[config.mk]
export PLATFORM = sky130hd
export DESIGN_NAME = banked_regfile
export DESIGN_NICKNAME = d
export VERILOG_FILES = /design/src/rtl/banked_rf_pkg.sv /design/src/rtl/brf_mode_decode.sv /design/src/rtl/brf_index_map.sv /design/src/rtl/brf_saved_bank.sv /design/src/rtl/banked_regfile.sv
export SDC_FILE = /design/constraint.sdc
export NUM_CORES = 2
export LEC_CHECK = 0
export BUFFER_PORTS_ARGS = -buffer_cell sky130_fd_sc_hd__buf_4
export CAP_MARGIN = 20
export CORE_MARGIN = 3
export CORE_UTILIZATION = 40
export DETAILED_ROUTE_END_ITERATION = 10
export SYNTH_ARGS = -nofsm -noshare
export SYNTH_HDL_FRONTEND = slang
export SYNTH_SLANG_ARGS = --single-unit
export TNS_END_PERCENT = 20
[constraint.sdc]
create_clock -name clk_i -period 4.98 [get_ports clk_i]
set_input_delay 0 -clock clk_i [delete_from_list [all_inputs] [get_ports clk_i]]
set_output_delay 0 -clock clk_i [all_outputs]
set_load 0.1 [all_outputs]
[src/rtl/banked_rf_pkg.sv]
package banked_rf_pkg;

  typedef enum logic [2:0] {
    BK_USR = 3'd0,
    BK_FIQ = 3'd1,
    BK_IRQ = 3'd2,
    BK_SVC = 3'd3,
    BK_ABT = 3'd4,
    BK_UND = 3'd5
  } bank_e;

  localparam logic [4:0] MODE_USR = 5'b10000;
  localparam logic [4:0] MODE_FIQ = 5'b10001;
  localparam logic [4:0] MODE_IRQ = 5'b10010;
  localparam logic [4:0] MODE_SVC = 5'b10011;
  localparam logic [4:0] MODE_ABT = 5'b10111;
  localparam logic [4:0] MODE_UND = 5'b11011;
  localparam logic [4:0] MODE_SYS = 5'b11111;

  localparam int NUM_LOGICAL = 16;
  localparam int IDX_W       = $clog2(NUM_LOGICAL);
  localparam int FIQ_FIRST   = 8;                    // first fast-interrupt banked index
  localparam int FIQ_COUNT   = 7;
  localparam int PRIV_FIRST  = 13;                   // SP, LR banked in other modes
  localparam int PRIV_COUNT  = 2;
  localparam int NUM_PRIV    = 4;                    // irq, svc, abt, und
  localparam int FIQ_BASE    = NUM_LOGICAL;
  localparam int PRIV_BASE   = FIQ_BASE + FIQ_COUNT;
  localparam int NUM_PHYS    = PRIV_BASE + NUM_PRIV * PRIV_COUNT;  // 31
  localparam int PHYS_W      = $clog2(NUM_PHYS);
  localparam int NUM_SAVED   = 1 + NUM_PRIV;         // fiq + privileged banks
  localparam int SAVED_W     = $clog2(NUM_SAVED);
  localparam int PC_IDX      = NUM_LOGICAL - 1;
  localparam int HI_LO       = 8;                    // compressed state: R8..R12 gated
  localparam int HI_HI       = 12;

endpackage

[src/rtl/brf_mode_decode.sv]
module brf_mode_decode
  import banked_rf_pkg::*;
(
  input  logic [4:0] mode_i,
  output bank_e      bank_o,
  output logic       legal_o
);

  always_comb begin
    legal_o = 1'b1;
    unique case (mode_i)
      MODE_USR, MODE_SYS: bank_o = BK_USR;
      MODE_FIQ:           bank_o = BK_FIQ;
      MODE_IRQ:           bank_o = BK_IRQ;
      MODE_SVC:           bank_o = BK_SVC;
      MODE_ABT:           bank_o = BK_ABT;
      MODE_UND:           bank_o = BK_UND;
      default: begin
        bank_o  = BK_USR;
        legal_o = 1'b0;
      end
    endcase
  end

endmodule

[src/rtl/brf_index_map.sv]
module brf_index_map
  import banked_rf_pkg::*;
(
  input  bank_e             bank_i,
  input  logic [IDX_W-1:0]  idx_i,
  input  logic              compressed_i,
  input  logic              hi_access_i,
  output logic [PHYS_W-1:0] phys_o,
  output logic              ok_o
);

  logic [PHYS_W-1:0] priv_base;
  logic              is_hi;

  // private SP/LR pair per privileged bank
  always_comb begin
    unique case (bank_i)
      BK_IRQ:  priv_base = PHYS_W'(PRIV_BASE + 0 * PRIV_COUNT);
      BK_SVC:  priv_base = PHYS_W'(PRIV_BASE + 1 * PRIV_COUNT);
      BK_ABT:  priv_base = PHYS_W'(PRIV_BASE + 2 * PRIV_COUNT);
      default: priv_base = PHYS_W'(PRIV_BASE + 3 * PRIV_COUNT);
    endcase
  end

  always_comb begin
    phys_o = PHYS_W'(idx_i);
    if (idx_i == IDX_W'(PC_IDX)) begin
      phys_o = PHYS_W'(PC_IDX);
    end else if (bank_i == BK_FIQ) begin
      if (idx_i >= IDX_W'(FIQ_FIRST))
        phys_o = PHYS_W'(FIQ_BASE) + PHYS_W'(idx_i - IDX_W'(FIQ_FIRST));
    end else if (bank_i != BK_USR) begin
      if (idx_i >= IDX_W'(PRIV_FIRST))
        phys_o = priv_base + PHYS_W'(idx_i - IDX_W'(PRIV_FIRST));
    end
  end

  assign is_hi = (idx_i >= IDX_W'(HI_LO)) && (idx_i <= IDX_W'(HI_HI));
  assign ok_o  = !(compressed_i && !hi_access_i && is_hi);

endmodule

[src/rtl/brf_saved_bank.sv]
module brf_saved_bank
  import banked_rf_pkg::*;
#(
  parameter int DATA_W = 32
) (
  input  logic              clk_i,
  input  logic              rst_ni,
  input  bank_e             bank_i,
  input  logic              wr_en_i,
  input  logic [DATA_W-1:0] wr_data_i,
  output logic [DATA_W-1:0] rd_data_o
);

  logic [DATA_W-1:0]  saved_q [NUM_SAVED];
  logic [SAVED_W-1:0] slot;
  logic               has_slot;

  assign has_slot = (bank_i != BK_USR);
  assign slot     = has_slot ? SAVED_W'(bank_i - BK_FIQ) : '0;

  for (genvar s = 0; s < NUM_SAVED; s++) begin : g_saved
    always_ff @(posedge clk_i or negedge rst_ni) begin
      if (!rst_ni)
        saved_q[s] <= '0;
      else if (wr_en_i && has_slot && (slot == SAVED_W'(s)))
        saved_q[s] <= wr_data_i;
    end
  end

  assign rd_data_o = has_slot ? saved_q[slot] : '0;

endmodule

[src/rtl/banked_regfile.sv]
module banked_regfile
  import banked_rf_pkg::*;
#(
  parameter int DATA_W = 32
) (
  input  logic              clk_i,
  input  logic              rst_ni,
  input  logic [4:0]        mode_i,
  input  logic              compressed_i,
  input  logic              hi_access_i,
  input  logic [3:0]        rd_a_idx_i,
  output logic [DATA_W-1:0] rd_a_data_o,
  input  logic [3:0]        rd_b_idx_i,
  output logic [DATA_W-1:0] rd_b_data_o,
  input  logic              wr_en_i,
  input  logic [3:0]        wr_idx_i,
  input  logic [DATA_W-1:0] wr_data_i,
  input  logic              sr_wr_en_i,
  input  logic [DATA_W-1:0] sr_wr_data_i,
  output logic [DATA_W-1:0] sr_rd_data_o,
  output logic              illegal_mode_o
);

  localparam int NUM_PORTS = 3;  // read A, read B, write
  localparam int PORT_WR   = 2;

  bank_e             bank;
  logic              mode_legal;
  logic              illegal_q;
  logic              wr_allow;
  logic [IDX_W-1:0]  port_idx  [NUM_PORTS];
  logic [PHYS_W-1:0] port_phys [NUM_PORTS];
  logic              port_ok   [NUM_PORTS];
  logic [DATA_W-1:0] gpr_q     [NUM_PHYS];

  brf_mode_decode u_mode (
    .mode_i  (mode_i),
    .bank_o  (bank),
    .legal_o (mode_legal)
  );

  always_ff @(posedge clk_i or negedge rst_ni) begin
    if (!rst_ni) illegal_q <= 1'b0;
    else         illegal_q <= illegal_q | ~mode_legal;
  end

  assign illegal_mode_o = illegal_q | ~mode_legal;
  assign wr_allow       = ~illegal_mode_o;

  assign port_idx[0]       = rd_a_idx_i;
  assign port_idx[1]       = rd_b_idx_i;
  assign port_idx[PORT_WR] = wr_idx_i;

  for (genvar p = 0; p < NUM_PORTS; p++) begin : g_map
    brf_index_map u_map (
      .bank_i       (bank),
      .idx_i        (port_idx[p]),
      .compressed_i (compressed_i),
      .hi_access_i  (hi_access_i),
      .phys_o       (port_phys[p]),
      .ok_o         (port_ok[p])
    );
  end

  for (genvar r = 0; r < NUM_PHYS; r++) begin : g_gpr
    always_ff @(posedge clk_i or negedge rst_ni) begin
      if (!rst_ni)
        gpr_q[r] <= '0;
      else if (wr_en_i && wr_allow && port_ok[PORT_WR] &&
               (port_phys[PORT_WR] == PHYS_W'(r)))
        gpr_q[r] <= wr_data_i;
    end
  end

  assign rd_a_data_o = port_ok[0] ? gpr_q[port_phys[0]] : '0;
  assign rd_b_data_o = port_ok[1] ? gpr_q[port_phys[1]] : '0;

  brf_saved_bank #(.DATA_W(DATA_W)) u_saved (
    .clk_i     (clk_i),
    .rst_ni    (rst_ni),
    .bank_i    (bank),
    .wr_en_i   (sr_wr_en_i && wr_allow),
    .wr_data_i (sr_wr_data_i),
    .rd_data_o (sr_rd_data_o)
  );

endmodule

==> impl_metrics.tcl <==
set metrics [dict create \
    outcome "finished, final reports clean" \
    clock_latency_ps 790 \
    seq_area_frac_synth_pct 46.0 \
    finClkSkew_ps 25.0 \
    synth_top_family_by_area "multiplexers" \
    dieArea_um2 162000 \
    final_util_pct 46.9 \
    synth_compound_area_share_pct 10.2 \
    synth_adder_area_share_pct 0.335 \
    fin_nets 5395 \
    grt_max_degree 152 \
    grt_pass1_wl_mm 340 \
    powerDensity_nw_per_um2 297 \
    dp_hpwl_mm 141 \
    gp_congestion 0.892 \
    dr.pass1.iters 5 \
    via_per_inst 6.44 \
    cap_violations 0 \
    hold_path.class "in -> reg" \
    grt_pass1_vias 48800 \
    required_ps 4980 \
    ys_types 94 \
    wl_per_cell_um 31.3 \
    crit_top_cell "buf_4" \
    overflow 0 \
    first_iter_violations 5167 \
    cp.arrival_ps 4930 \
    syn-num-nets 5266 \
    htreeDepth 4 \
    synth_flop_cell "dfrtp_1" \
    synthesis.area_um2 62700 \
    final_common_cell "dfrtp_1" \
    final_hold_viol_count 0 \
    start_kind "primary input" \
    rsz0062_at_grt "yes" \
    drc 0 \
    fin_cells 7444 \
    placed_cells 7114 \
    setup_violations 0 \
    synth-xor-area-share_pct 0.0838 \
    synthSimpleGateAreaFrac_pct 7.15 \
    syn_inst 5164 \
    worst_slew_pin_slew_ps 1110 \
    ctsRootBufferMaster "clkbuf_16" \
    yosysWarnings 0 \
    end_kind "output pin" \
    grt.total_usage_pct 28.3 \
    cp_slowest_cell "or4b_1" \
    post_cts_buffers 0 \
    power.total_mw 21.6 \
    cts_buffers 134 \
    min_period_ps 4930 \
    cts_tree "yes" \
    cts_sinks 1153 \
    criticalPathCategory "in -> out" \
    whs_path_depth 3 \
    layout_common_cells "dfrtp_1, mux2_2, nand2_1" \
    num_rows 144 \
    crit_buf_inv 6 \
    synthToLayoutAreaGrowth_pct 16.0 \
    irDropWorstVdd_uv 339 \
    synth_edf_count 0 \
    p_leak_nw 33.7 \
    path_depth 17 \
    fmax_mhz 203 \
    clockBufferDepth 3 \
    synthMuxAreaShare_pct 32.1 \
    crit_chain "dlygate4sd3_1 -> buf_4 -> nand3_1 -> nor2_4 -> ha_1 -> inv_1 -> ha_1 -> fa_1 -> or4b_1 -> o21a_2 -> buf_4 -> nor3_2 -> buf_4 -> a32oi_1 -> o311ai_0 -> a22oi_1 -> buf_4" \
    totalWireLength_mm 233 \
    cp_max_fo 13 \
    fp.dieH_um 402 \
    cp_top_family "buffers and inverters" \
    clk_pin_slew_worst_paths_ps 50 \
    finalCritPeriodShare_pct 99.0 \
    pin_count 184 \
    cpPeakStageDelay_ps 650 \
    core_um2 155000 \
    numPortBuffers 183 \
    die_x_um 402 \
    syn_avg_cell_area_um2 12.1 \
    max_slew_margin_pct 25.2 \
    drv_slew 0 \
    drive_gt1_share_pct 36.4 \
    initial_core_util_pct 40.5 \
    drtAntennaViolNets 0 \
    reg2reg_depth 8 \
    ys_seq_elements 1153 \
    synth_async_sr_flop_share_pct 100 \
    antenna_found_initial 9 \
    vias 47900 \
]
==> cell usage after synthesis (30+ instances only) <==
cell	n	area share (%)
a211oi_1	219	2.6
o22ai_1	37	0.37
nand2_1	414	2.5
dfrtp_1	1153	46
nand3_1	52	0.41
a32oi_1	30	0.42
nor4_1	48	0.48
mux2i_1	358	5.7
o2bb2ai_1	47	0.66
and3_1	141	1.4
a31oi_1	54	0.54
mux2_1	109	2.0
clkbuf_1	305	1.8
mux4_2	157	5.6
a21oi_1	135	1.1
buf_4	51	0.61
a22oi_1	103	1.2
o221ai_1	49	0.68
buf_2	122	0.97
mux2_2	1047	19
nor3_1	42	0.34
nor2_1	54	0.32
o21ai_0	45	0.36
==> kinds of logic after synthesis <==
logic type / count (synthesis)
compound gates: 874
xor+xnor: 6
fa+ha+maj: 15
buf+inv: 554
flops: 1153
mux: 1672
simple gates: 890
==> per-stage QoR <==
stage	setup WS [ps]	hold WS, ps	instance area (um^2)	TNS (ps)
6_report	50.2	53.3	72700	0
5_1_grt	-33.9	22.5	72700	-65.9
4_1_cts	17.2	1.46	72700	0
3_5_place_dp	231	109	67300	0
3_3_place_gp	235	107	67300	0
2_1_floorplan	-468	-296	62800	-19410
==> sequential cells by signal (all words and copies together), names as in the netlist <==
| signal | cells |
|---|---|
| illegal_q | 1 |
| gpr_q | 992 |
| u_saved.saved_q | 160 |
==> timing repair <==
action | in CTS | in global routing
resized for setup | 0 | 6
hold buffers | 87 | 0
endpoints found under the setup margin | 0 | 14
endpoints found under the hold margin | 1752 | 0
==> where the power goes <==
group | leakage, nW | total [mW] | internal [mW] | switching [mW]
Sequential | 16.1 | 9.41 | 9.39 | 0.0157
Clock | 2.22 | 10.1 | 5.91 | 4.20
Combinational | 15.4 | 2.12 | 0.563 | 1.55
Total | 33.7 | 21.6 | 15.9 | 5.77
==> worst register-to-register path: stages, from the launching register on <==
cell and delay, ps:
dfrtp_1 360, nand2b_1 130, a21oi_1 250, nand3_1 260, nor3_2 450, nand4_1 480
nor2_4 230, buf_4 450, mux2_2 430
==> path summary, 6_finish.rpt <==
| path | from | to | slack, ps |
|---|---|---|---|
| worst max register to register | illegal_q | gpr_q[430] | 1830 |
| worst min register to register | gpr_q[958] | gpr_q[958] | 500 |
| worst min-delay path | sr_wr_data_i[21] | u_saved.saved_q[85] | 50 |
| worst max-delay path | mode_i[0] | rd_b_data_o[6] | 50 |
| max in group asynchronous | rst_ni | gpr_q[192] | 3990 |
| min in group asynchronous | rst_ni | gpr_q[92] | 120 |
==> metal layers <==
| metal | up-vias | wire (um) | share of wire [%] | global-route usage (%) |
|---|---|---|---|---|
| met2 | 2563 | 105000 | 45 | 43.7 |
| met5 | - | 29 | 0.012 | 0 |
| li1 | 19800 | - | - | - |
| met3 | 672 | 22100 | 9.5 | 7.17 |
| met4 | 4 | 12700 | 5.5 | 14.1 |
| met1 | 24900 | 93300 | 40 | 36.9 |
==> final cells by class <==
class                      count  area [um^2]
fill                       13900        82200
multi-input combinational   3457        31800
sequential                  1153        28900
timing repair buffer         516         4900
clock buffer                 202         4040
tap                         2044         2560
clock inverter                36          465
inverter                      31          118
antenna                        5         12.5
Power figures use the tool's default switching activity.
